===== src/rtl/regdp_pkg.sv =====
package regdp_pkg;
    localparam int SEL_W = 3;
    localparam int OP_W  = 5;
    localparam int NREG  = (1 << SEL_W) - 1;
    localparam int CW_W  = 3 * SEL_W + OP_W;

    localparam logic [OP_W-1:0] OP_PASS = 5'b00000;
    localparam logic [OP_W-1:0] OP_ADD  = 5'b00001;
    localparam logic [OP_W-1:0] OP_SUB  = 5'b00010;
    localparam logic [OP_W-1:0] OP_OR   = 5'b00011;
    localparam logic [OP_W-1:0] OP_AND  = 5'b00100;
    localparam logic [OP_W-1:0] OP_XOR  = 5'b00101;

    typedef struct packed {
        logic c;
        logic s;
        logic z;
        logic v;
    } flags_t;
endpackage


===== src/rtl/regdp_srcmux.sv =====
module regdp_srcmux
    import regdp_pkg::*;
#(
    parameter int W = 8
) (
    input  logic [NREG*W-1:0] regs_flat,
    input  logic [W-1:0]      ext_data,
    input  logic [SEL_W-1:0]  sel,
    output logic [W-1:0]      opnd
);
    always_comb begin
        opnd = ext_data;
        for (int i = 1; i <= NREG; i++) begin
            if (sel == SEL_W'(i)) begin
                opnd = regs_flat[(i-1)*W +: W];
            end
        end
    end
endmodule


===== src/rtl/regdp_regfile.sv =====
module regdp_regfile
    import regdp_pkg::*;
#(
    parameter int W = 8
) (
    input  logic              clk,
    input  logic              rst_n,
    input  logic [SEL_W-1:0]  waddr,
    input  logic [W-1:0]      wdata,
    output logic [NREG*W-1:0] regs_flat
);
    logic [W-1:0] regs_d [1:NREG];
    logic [W-1:0] regs_q [1:NREG];

    always_comb begin
        for (int i = 1; i <= NREG; i++) begin
            regs_d[i] = regs_q[i];
            if (waddr == SEL_W'(i)) begin
                regs_d[i] = wdata;
            end
        end
    end

    always_ff @(posedge clk or negedge rst_n) begin
        if (!rst_n) begin
            for (int i = 1; i <= NREG; i++) begin
                regs_q[i] <= '0;
            end
        end else begin
            for (int i = 1; i <= NREG; i++) begin
                regs_q[i] <= regs_d[i];
            end
        end
    end

    for (genvar g = 1; g <= NREG; g++) begin : g_flat
        assign regs_flat[(g-1)*W +: W] = regs_q[g];
    end
endmodule


===== src/rtl/regdp_alu.sv =====
module regdp_alu
    import regdp_pkg::*;
#(
    parameter int W = 8
) (
    input  logic [W-1:0]    a,
    input  logic [W-1:0]    b,
    input  logic [OP_W-1:0] op,
    output logic [W-1:0]    res,
    output flags_t          fl,
    output logic            upd
);
    logic            is_sub;
    logic [W-1:0]    b_eff;
    logic [W-1:0]    low_sum;
    logic [W:0]      full_sum;
    logic            c_into_msb;
    logic            c_out_msb;

    always_comb begin
        is_sub     = (op == OP_SUB);
        b_eff      = is_sub ? ~b : b;
        low_sum    = {1'b0, a[W-2:0]} + {1'b0, b_eff[W-2:0]} + {{(W-1){1'b0}}, is_sub};
        full_sum   = {1'b0, a} + {1'b0, b_eff} + {{W{1'b0}}, is_sub};
        c_into_msb = low_sum[W-1];
        c_out_msb  = full_sum[W];

        res  = a;
        fl   = '0;
        upd  = 1'b1;
        case (op)
            OP_ADD: begin
                res  = full_sum[W-1:0];
                fl.c = c_out_msb;
                fl.v = c_into_msb ^ c_out_msb;
            end
            OP_SUB: begin
                res  = full_sum[W-1:0];
                fl.c = ~c_out_msb;
                fl.v = c_into_msb ^ c_out_msb;
            end
            OP_AND:  res = a & b;
            OP_OR:   res = a | b;
            OP_XOR:  res = a ^ b;
            OP_PASS: res = a;
            default: begin
                res = a;
                upd = 1'b0;
            end
        endcase
        fl.s = res[W-1];
        fl.z = (res == '0);
    end
endmodule


===== src/rtl/regdp_top.sv =====
module regdp_top
    import regdp_pkg::*;
#(
    parameter int W = 8
) (
    input  logic              clk,
    input  logic              rst_n,
    input  logic [CW_W-1:0]   ctrl_word,
    input  logic [W-1:0]      ext_data,
    output logic [NREG*W-1:0] regs_flat,
    output logic [3:0]        flags
);
    localparam int SA_LSB = 2 * SEL_W + OP_W;
    localparam int SB_LSB = SEL_W + OP_W;
    localparam int SD_LSB = OP_W;

    logic [SEL_W-1:0] sel_a;
    logic [SEL_W-1:0] sel_b;
    logic [SEL_W-1:0] sel_d;
    logic [OP_W-1:0]  opcode;
    logic [W-1:0]     bus_a;
    logic [W-1:0]     bus_b;
    logic [W-1:0]     alu_res;
    flags_t           alu_fl;
    logic             alu_upd;
    flags_t           flags_d;
    flags_t           flags_q;

    always_comb begin
        sel_a  = ctrl_word[SA_LSB +: SEL_W];
        sel_b  = ctrl_word[SB_LSB +: SEL_W];
        sel_d  = ctrl_word[SD_LSB +: SEL_W];
        opcode = ctrl_word[0 +: OP_W];
    end

    regdp_srcmux #(.W(W)) u_mux_a (
        .regs_flat (regs_flat),
        .ext_data  (ext_data),
        .sel       (sel_a),
        .opnd      (bus_a)
    );

    regdp_srcmux #(.W(W)) u_mux_b (
        .regs_flat (regs_flat),
        .ext_data  (ext_data),
        .sel       (sel_b),
        .opnd      (bus_b)
    );

    regdp_alu #(.W(W)) u_alu (
        .a   (bus_a),
        .b   (bus_b),
        .op  (opcode),
        .res (alu_res),
        .fl  (alu_fl),
        .upd (alu_upd)
    );

    regdp_regfile #(.W(W)) u_rf (
        .clk       (clk),
        .rst_n     (rst_n),
        .waddr     (sel_d),
        .wdata     (alu_res),
        .regs_flat (regs_flat)
    );

    always_comb begin
        flags_d = flags_q;
        if (alu_upd) begin
            flags_d = alu_fl;
        end
    end

    always_ff @(posedge clk or negedge rst_n) begin
        if (!rst_n) begin
            flags_q <= '0;
        end else begin
            flags_q <= flags_d;
        end
    end

    assign flags = flags_q;
endmodule


===== config.mk =====
export PLATFORM = sky130hd
export DESIGN_NAME = regdp_top
export DESIGN_NICKNAME = d
export VERILOG_FILES = /design/src/rtl/regdp_pkg.sv /design/src/rtl/regdp_srcmux.sv /design/src/rtl/regdp_regfile.sv /design/src/rtl/regdp_alu.sv /design/src/rtl/regdp_top.sv
export SDC_FILE = /design/constraint.sdc
export NUM_CORES = 1
export LEC_CHECK = 0
export ABC_AREA = 1
export BUFFER_PORTS_ARGS = -buffer_cell sky130_fd_sc_hd__buf_4
export CELL_PAD_IN_SITES_DETAIL_PLACEMENT = 1
export CELL_PAD_IN_SITES_GLOBAL_PLACEMENT = 2
export CORE_MARGIN = 2
export CORE_UTILIZATION = 28
export DETAILED_ROUTE_END_ITERATION = 12
export PLACE_DENSITY_LB_ADDON = 0.1
export REMOVE_ABC_BUFFERS = 1
export SYNTH_ARGS = -nofsm -noshare
export SYNTH_HDL_FRONTEND = slang
export SYNTH_SLANG_ARGS = --single-unit

===== constraint.sdc =====
create_clock -name clk -period 2.5 [get_ports clk]
set_input_delay 0.375 -clock clk [delete_from_list [all_inputs] [get_ports clk]]
set_output_delay 0.375 -clock clk [all_outputs]
set_load 0.05 [all_outputs]

==> qor_table.md, run 1 <==
| Result | Reported | Unit |
| --- | --- | --- |
| Run status | finished, violations left | - |
| Violated checks | negative setup slack | - |
| Number of slew-limit violations in the final report | 0 | - |
| Cts bufs inserted | 9 | - |
| Share of the synthesized area in compound gates (AO/OA/AOI/OAI) | 20.9 | % |
| Post-layout nets | 992 | - |
| Maximum clock skew at final layout | 0.00709 | ns |
| Maximum number of pins on one net before global-route repair | 61 | - |
| Number of antenna violations at the first check in global routing | 0 | - |
| Antenna cells | 0 | - |
| Half-perimeter wire length after detailed placement | 15300 | µm |
| Dominant combinational cell family by area after synthesis | simple AND/OR/NAND/NOR gates | - |
| Number of cells traversed by the worst register-to-register path | 18 | - |
| Crit-path max FO | 7 | - |
| Adder-cell share of the synthesized area | 6.34 | % |
| Psw | 2.99 | mW |
| GRT Util Overall | 23.1 | % |
| Root buffer cell | sky130_fd_sc_hd__clkbuf_16 | - |
| Post-synthesis instance area | 4650 | µm² |
| Remaining global-route overflow | 0 | - |
| Internal power component | 3.57 | mW |
| Cell area after placement | 6710 | µm² |
| Multiplexer share of the synthesized area | 0 | % |
| Sw frac | 45.5 | % |
| Worst setup path end | flags[1] | - |
| DRC errors left | 0 | - |
| Boundary Pins | 84 | - |
| Placer Congestion | 0.907 | - |
| Number of cell rows | 47 | - |
| Total die area | 17700 | µm² |
| Unrepaired setup endpoints after global routing | true | - |
| Synthesis Warnings | 0 | - |
| Clock tree from TritonCTS | yes | - |
| Worst ir drop on vdd | 0.551 | mV |
| CP Launch Point | ctrl_word[10] | - |
| Effective utilization at floorplan | 28.4 | % |
| Count of input and output buffers | 83 | - |
| Seq cells post-synth | 60 | - |
| Number of global-route vias before repair | 5979 | - |
| Endpoint of the worst register-to-register path | flags[1] | - |
| Post-synthesis simple-gate area fraction | 30.1 | % |
| Vias/cell | 4.96 | - |
| Critical register-to-register path startpoint | u_rf.regs_flat[4] | - |
| Slew at the pin closest to its max-slew limit | 0.824 | ns |
| Clock network fraction of design power | 20.4 | % |
| Period utilization | 119 | % |
| Synth top area cells | sky130_fd_sc_hd__dfrtp_1, sky130_fd_sc_hd__nand2_1, sky130_fd_sc_hd__o21ai_0, sky130_fd_sc_hd__inv_1, sky130_fd_sc_hd__ha_1 | - |
| Die outline height | 133 | µm |
| Setup crit end kind | flip-flop | - |
| Post-route cell area | 8290 | µm² |
| Fin crit period | 2.98 | ns |
| Area grow syn2layout | 78.0 | % |
| MaxCap Viol Count | 0 | - |
| Yosys top cell area share | 32.3 | % |
| Cells after Synth | 673 | - |
| Total via count after detailed routing | 5797 | - |
| Proportion of synthesized flip-flops having asynchronous set or reset | 100 | % |
| Deepest level of the CTS H-tree | 3 | - |
| Average wire per standard cell | 17.9 | µm |
| Clock sinks | 60 | - |
| First-pass GRT wire length | 31800 | µm |
| Number of filler cells placed in the layout | 1979 | - |
| Clock latency on the worst-skew pair | 0.34 | ns |
| R2R Setup Slk | -0.46 | ns |
| Crit path required time | 2.73 | ns |
| Distinct cell type count after synthesis | 41 | - |
| Average footprint of a synthesized cell | 6.92 | µm² |
| Final worst-path setup slack | -0.479 | ns |
| Maximum achievable frequency | 336 | MHz |
| Ratio of cells with drive above 1 in the final layout | 52.5 | % |
| CP startpoint kind | input port | - |
| Number of placed instances, taps included | 1119 | - |
| Clock-pin slew of the registers on the worst-case setup and hold paths | 0.05 | ns |
| Final non-filler cell total | 1169 | - |
| Sequential fraction of the synthesis area | 32.3 | % |
| Area of the core | 16400 | µm² |
| Number of setup violations in the final report | 53 | - |
| Max Root-Sink Buffers | 2 | - |
| Fraction of synthesized cell area in xor and xnor cells | 1.13 | % |
| Final Hold Vio Count | 0 | - |
| Worst setup path class | input port to flip-flop | - |
| Detailed-route wire length | 21000 | µm |
| Min-delay worst type | input port to async pin | - |
| Reported leakage power | 4.13 | nW |
| Number of iterations in the first detailed-routing pass | 4 | - |
| Cell type contributing the most total cell area after synthesis | sky130_fd_sc_hd__dfrtp_1 | - |
| DRC marker count from the first detailed-route iteration | 189 | - |
| Sequential share of power | 21.6 | % |
| Power density of the placed cells | 792 | nW/µm² |
| Overall die width | 133 | µm |
| Gate power share | 58.0 | % |
| Worst max-slew margin expressed relative to the limit | 45.0 | % |
| Worst EP arrival | 3.21 | ns |
| Commonest register cell after synthesis | sky130_fd_sc_hd__dfrtp_1 | - |
| Count of flip-flops with a built-in enable after synthesis | 0 | - |
| Post-detailed-route count of antenna-violating nets | 0 | - |
[worst min-delay path by stage]
stage | end | slack [ns] | cells past startpoint
final | u_rf.regs_flat[8] | 0.11 | 1
after global routing | u_rf.regs_flat[16] | 0.20 | 1
after CTS | u_rf.regs_flat[24] | 0.16 | 1
after detailed placement | flags[0] | 0.47 | 2
after global placement | flags[0] | 0.48 | 2
after floorplan | flags[0] | 0.08 | 0
[synthesized netlist by cell type, types with 2 or more instances]
master and instances:
sky130_fd_sc_hd__nor3_1 9, sky130_fd_sc_hd__a211oi_1 4, sky130_fd_sc_hd__o21ai_1 20, sky130_fd_sc_hd__nand2_2 14, sky130_fd_sc_hd__nor2_1 37, sky130_fd_sc_hd__nand3_2 7
sky130_fd_sc_hd__a22oi_1 8, sky130_fd_sc_hd__clkbuf_1 6, sky130_fd_sc_hd__nand3_1 37, sky130_fd_sc_hd__dfrtp_1 60, sky130_fd_sc_hd__inv_2 12, sky130_fd_sc_hd__ha_1 22
sky130_fd_sc_hd__inv_1 81, sky130_fd_sc_hd__nor3_2 4, sky130_fd_sc_hd__nand3_4 2, sky130_fd_sc_hd__a21oi_2 2, sky130_fd_sc_hd__nand2_1 181, sky130_fd_sc_hd__o21ai_2 7
sky130_fd_sc_hd__buf_1 7, sky130_fd_sc_hd__nor2_2 3, sky130_fd_sc_hd__buf_2 2, sky130_fd_sc_hd__o221ai_1 3, sky130_fd_sc_hd__o21ai_0 69, sky130_fd_sc_hd__buf_4 3
sky130_fd_sc_hd__a221oi_1 3, sky130_fd_sc_hd__xor2_1 6, sky130_fd_sc_hd__nand4_1 6, sky130_fd_sc_hd__a21oi_1 27, sky130_fd_sc_hd__a31oi_1 11, sky130_fd_sc_hd__o211ai_1 9
[metrics by stage]
stage	utilization (%)	hold WS, ns	worst slack (ns)	TNS [ns]	power [mW]
2_1_floorplan	-	0.0794	-0.710	-19.88	3.10
3_3_place_gp	40.9	0.483	-0.952	-42.64	4.41
3_5_place_dp	40.9	0.474	-1.02	-47.99	4.48
4_1_cts	45.7	0.159	-0.439	-14.16	6.11
5_1_grt	50.5	0.201	-0.662	-22.01	6.91
6_report	50.5	0.107	-0.479	-12.72	6.56
[critical path: stages]
cell and delay [ns]:
sky130_fd_sc_hd__buf_8 0.09, sky130_fd_sc_hd__inv_8 0.04, sky130_fd_sc_hd__buf_6 0.12, sky130_fd_sc_hd__nor3_4 0.24
sky130_fd_sc_hd__buf_6 0.17, sky130_fd_sc_hd__inv_8 0.05, sky130_fd_sc_hd__nor2_1 0.17, sky130_fd_sc_hd__a31oi_4 0.06
sky130_fd_sc_hd__o21ai_2 0.15, sky130_fd_sc_hd__a22oi_2 0.09, sky130_fd_sc_hd__xor2_1 0.18, sky130_fd_sc_hd__ha_1 0.32
sky130_fd_sc_hd__a21oi_2 0.21, sky130_fd_sc_hd__o21ai_2 0.10, sky130_fd_sc_hd__a21oi_2 0.16, sky130_fd_sc_hd__nand2_1 0.09
sky130_fd_sc_hd__nand2_1 0.08, sky130_fd_sc_hd__nand3_2 0.08, sky130_fd_sc_hd__nand2_4 0.15, sky130_fd_sc_hd__nand2_8 0.09
sky130_fd_sc_hd__nand4_1 0.13, sky130_fd_sc_hd__nand2_1 0.05
[power groups by stage]
stage	clock (mW)	sequential, mW	combinational, mW
6_report	1.34	1.41	3.81
2_1_floorplan	0	2.19	0.904
5_1_grt	1.41	1.44	4.06
3_3_place_gp	0	1.40	3.00
4_1_cts	1.37	1.40	3.34
3_5_place_dp	0	1.42	3.06
[layout by cell type (no fill, tap or decap), types with 5 or more instances in the layout]
cell type / netlist / layout
sky130_fd_sc_hd__nor2_1: 37 / 35
sky130_fd_sc_hd__o211ai_1: 9 / 9
sky130_fd_sc_hd__a22oi_2: 0 / 8
sky130_fd_sc_hd__inv_2: 12 / 16
sky130_fd_sc_hd__nand2_1: 181 / 139
sky130_fd_sc_hd__nand4_1: 6 / 6
sky130_fd_sc_hd__ha_1: 22 / 18
sky130_fd_sc_hd__xor2_1: 6 / 5
sky130_fd_sc_hd__dfrtp_1: 60 / 60
sky130_fd_sc_hd__inv_1: 81 / 68
sky130_fd_sc_hd__nand2_4: 0 / 15
sky130_fd_sc_hd__a21oi_1: 27 / 21
sky130_fd_sc_hd__a31oi_1: 11 / 7
sky130_fd_sc_hd__nand3_4: 2 / 10
sky130_fd_sc_hd__nand3_2: 7 / 18
sky130_fd_sc_hd__o21ai_2: 7 / 47
sky130_fd_sc_hd__buf_4: 3 / 238
sky130_fd_sc_hd__inv_4: 0 / 5
sky130_fd_sc_hd__clkbuf_16: 0 / 9
sky130_fd_sc_hd__o21ai_1: 20 / 23
sky130_fd_sc_hd__o21ai_0: 69 / 24
sky130_fd_sc_hd__a21oi_2: 2 / 7
sky130_fd_sc_hd__nand2_2: 14 / 39
sky130_fd_sc_hd__nor3_1: 9 / 8
sky130_fd_sc_hd__buf_6: 0 / 32
sky130_fd_sc_hd__nand3_1: 37 / 18
[registers in the layout, indices dropped and copies added (netlist names)]
name / flops
u_rf.regs_flat: 56
flags: 4
[cell families (layout without fill, tap and decap cells)]
kind of cell | Yosys count | count (layout)
and+or+nand+nor | 306 | 307
AOI/OAI and AO/OA | 167 | 167
buffers and inverters | 111 | 386
DFF | 60 | 60
adders and majority gates | 23 | 23
xor gates and xnor gates | 6 | 6
[per-layer routing]
metal | vias up | GRT usage (%) | wire [µm] | share of wire (%)
li1 | 2799 | - | - | -
met1 | 2881 | 30.5 | 9540 | 46
met2 | 100 | 40.0 | 10500 | 50
met3 | 17 | 3.45 | 612 | 2.9
met4 | 0 | 5.20 | 311 | 1.5
met5 | - | 0 | 0 | 0
[area by class of cell]
cell class / count / area, µm² / area share [%]
clock buffer: 10 / 229 / 2.76
timing repair buffer: 278 / 2280 / 27.5
tap: 220 / 275 / 3.32
clock inverter: 5 / 77.6 / 0.936
sequential: 60 / 1500 / 18.1
multi-input combinational: 503 / 3540 / 42.7
inverter: 93 / 387 / 4.67
[timing repair]
action                                  CTS  global route
gates cloned                              0             2
endpoints found under the setup margin   60            60
pin swaps                                40            93
resized for setup                       102           197
hold buffers                              0             0
setup buffers                            21            17
No activity file was read; power rests on OpenSTA's default activity.
==> inputs of run 2 (changes only) <==
--- a/config.mk
+++ b/config.mk
@@ -9,7 +9,6 @@
 export BUFFER_PORTS_ARGS = -buffer_cell sky130_fd_sc_hd__buf_4
 export CELL_PAD_IN_SITES_DETAIL_PLACEMENT = 1
 export CELL_PAD_IN_SITES_GLOBAL_PLACEMENT = 2
-export CORE_MARGIN = 2
 export CORE_UTILIZATION = 28
 export DETAILED_ROUTE_END_ITERATION = 12
 export PLACE_DENSITY_LB_ADDON = 0.1
==> qor_table.md, run 2 (same netlist as run 1, synthesis figures left out) <==
| Result | Reported | Unit |
| --- | --- | --- |
| Min-delay worst type | input port to async pin | - |
| Final Hold Vio Count | 0 | - |
| Maximum achievable frequency | 343 | MHz |
| Worst max-slew margin expressed relative to the limit | 45.7 | % |
| # hold bufs at CTS | 0 | - |
| Most common cell after layout, fill and taps aside | sky130_fd_sc_hd__buf_4 | - |
| DRC marker count from the first detailed-route iteration | 240 | - |
| Post-layout nets | 988 | - |
| Number of buffers and inverters on the critical path | 8 | - |
| Psw | 2.93 | mW |
| Pre-CTS WS | -0.987 | ns |
| Endpoint of the worst register-to-register path | flags[1] | - |
| Number of cell rows | 46 | - |
| Cell with the largest stage delay on the worst path | sky130_fd_sc_hd__ha_4 | - |
| Violated checks | negative setup slack | - |
| Worst ir drop on vdd | 0.524 | mV |
| Clock sinks | 60 | - |
| Crit-path max FO | 9 | - |
| MaxCap Viol Count | 0 | - |
| Cell-by-cell trace of the critical path | buf_12, clkinv_8, buf_12, buf_4, nor3_2, buf_4, buf_6, a21oi_1, a22oi_2, xor2_2, ha_4, inv_4, buf_6, nor3_4, nand3_4, nand3_2, nand3_2, nand2_4, nand2_8, nand4_1, nand2_1 | - |
| GRT Util Overall | 24.8 | % |
| Setup crit end kind | flip-flop | - |
| Detailed-route wire length | 21200 | µm |
| Vias/cell | 4.99 | - |
| CP startpoint kind | input port | - |
| Maximum number of pins on one net before global-route repair | 61 | - |
| Count of input and output buffers | 83 | - |
| Number of cells traversed by the worst register-to-register path | 20 | - |
| Clock network fraction of design power | 21.4 | % |
| Internal power component | 3.52 | mW |
| Cts bufs inserted | 9 | - |
| Half-perimeter wire length after detailed placement | 15200 | µm |
| Post-detailed-route count of antenna-violating nets | 0 | - |
| Ratio of cells with drive above 1 in the final layout | 47.5 | % |
| Number of global-route vias before repair | 5991 | - |
| Highest cell delay on the worst timing path | 0.33 | ns |
| Deepest level of the CTS H-tree | 3 | - |
| Maximum clock skew at final layout | 0.00833 | ns |
| Number of antenna violations at the first check in global routing | 0 | - |
| Total die area | 17100 | µm² |
| Area of the core | 16100 | µm² |
| R2R Setup Slk | -0.33 | ns |
| Top delay family on crit path | simple AND/OR/NAND/NOR gates | - |
| Worst setup path class | input port to flip-flop | - |
| DRC errors left | 0 | - |
| Effective utilization at floorplan | 29.0 | % |
| Crit path required time | 2.74 | ns |
| Worst EP arrival | 3.15 | ns |
| Final worst-path setup slack | -0.414 | ns |
| Period utilization | 117 | % |
| Number of setup violations in the final report | 53 | - |
| Slew at the pin closest to its max-slew limit | 0.814 | ns |
| Die outline height | 131 | µm |
| Number of flip-flops in the largest register | 56 | - |
| Total via count after detailed routing | 5799 | - |
| Reported leakage power | 4.03 | nW |
| Clock tree from TritonCTS | yes | - |
| Clock latency on the worst-skew pair | 0.34 | ns |
| Gate power share | 56.6 | % |
| Sequential share of power | 22.0 | % |
| Sw frac | 45.4 | % |
| Power density of the placed cells | 797 | nW/µm² |
| Root buffer cell | sky130_fd_sc_hd__clkbuf_16 | - |
| PnR Total Power | 6.45 | mW |
| Critical register-to-register path startpoint | u_rf.regs_flat[1] | - |
| Boundary Pins | 84 | - |
| Commonest cells after routing, fill and taps aside | sky130_fd_sc_hd__buf_4, sky130_fd_sc_hd__nand2_1, sky130_fd_sc_hd__inv_1 | - |
| Number of slew-limit violations in the final report | 0 | - |
| Unrepaired setup endpoints after global routing | true | - |
| Placer Congestion | 0.849 | - |
| Post-route setup TNS | -14.06 | ns |
| Fin crit period | 2.91 | ns |
| Remaining global-route overflow | 0 | - |
| Run status | finished, violations left | - |
| First-pass GRT wire length | 31800 | µm |
| Number of iterations in the first detailed-routing pass | 6 | - |
| Antenna cells | 0 | - |
| Clock-pin slew of the registers on the worst-case setup and hold paths | 0.06 | ns |
| Number of filler cells placed in the layout | 1969 | - |
| Average wire per standard cell | 18.2 | µm |
| Area grow syn2layout | 73.8 | % |
| Overall die width | 131 | µm |
| Max Root-Sink Buffers | 2 | - |
[run 2: cell types whose count changed in the layout (fill, tap and decap cells not counted), sizes merged]
cell,before,now
clkbuf,10,12
buf,278,274
inv,93,92
[run 2: worst register-to-register path: cells and delay by family, from the launching register on]
family / cells / cell delay [ns]
buf+inv: 2 / 0.20
compound gates: 4 / 0.62
flops: 1 / 0.38
simple gates: 13 / 1.10
fa+ha+maj: 1 / 0.49
[run 2: routing by layer]
metal | part of all wire (%) | vias up | track usage [%]
li1 | - | 2783 | -
met1 | 45 | 2883 | 31.7
met2 | 51 | 105 | 42.9
met3 | 2.6 | 28 | 3.99
met4 | 1.9 | 0 | 7.51
met5 | 0 | - | 0
[run 2: worst max-delay path by stage]
stage                            from       end  slack, ns  cells past startpoint
finish                   ctrl_word[8]  flags[1]      -0.41                     21
global route        u_rf.regs_flat[9]  flags[1]      -0.57                     18
CTS                      ctrl_word[9]  flags[1]      -0.43                     22
detailed placement      ctrl_word[10]  flags[1]      -0.99                     22
global placement        ctrl_word[10]  flags[1]      -0.92                     21
floorplan               ctrl_word[10]  flags[1]      -0.71                     19
[run 2: cell type report]
type | instances | area (µm²) | share of cell area (%)
flip-flops and latches | 60 | 1500 | 18.6
multi-input cells | 503 | 3350 | 41.4
repair buffers | 274 | 2250 | 27.9
well taps | 216 | 270 | 3.34
clock inverters | 4 | 72.6 | 0.897
inverters | 93 | 394 | 4.87
clock buffers | 12 | 246 | 3.05
[run 2: metrics by stage]
stage / instance area, µm² / util (%) / std cells / hold slack, ns
after floorplan: 4570 / - / 655 / 0.0794
after global placement: 6700 / 41.7 / 1112 / 0.485
after detailed placement: 6700 / 41.7 / 1112 / 0.484
after CTS: 7540 / 46.9 / 1150 / 0.154
after global routing: 8090 / 50.4 / 1162 / 0.187
final: 8090 / 50.4 / 1162 / 0.126
[run 2: power by group through the flow]
stage / Combinational, mW / Clock (mW) / Sequential [mW]
finish: 3.65 / 1.38 / 1.42
global route: 3.90 / 1.44 / 1.45
floorplan: 0.904 / 0 / 2.19
CTS: 3.33 / 1.40 / 1.41
detailed placement: 3.05 / 0 / 1.42
global placement: 2.98 / 0 / 1.41
[run 2: timing repair]
action	CTS	global route
gates cloned	1	0
resized for setup	96	122
endpoints found under the setup margin	60	60
setup buffers	24	15
pin swaps	66	63
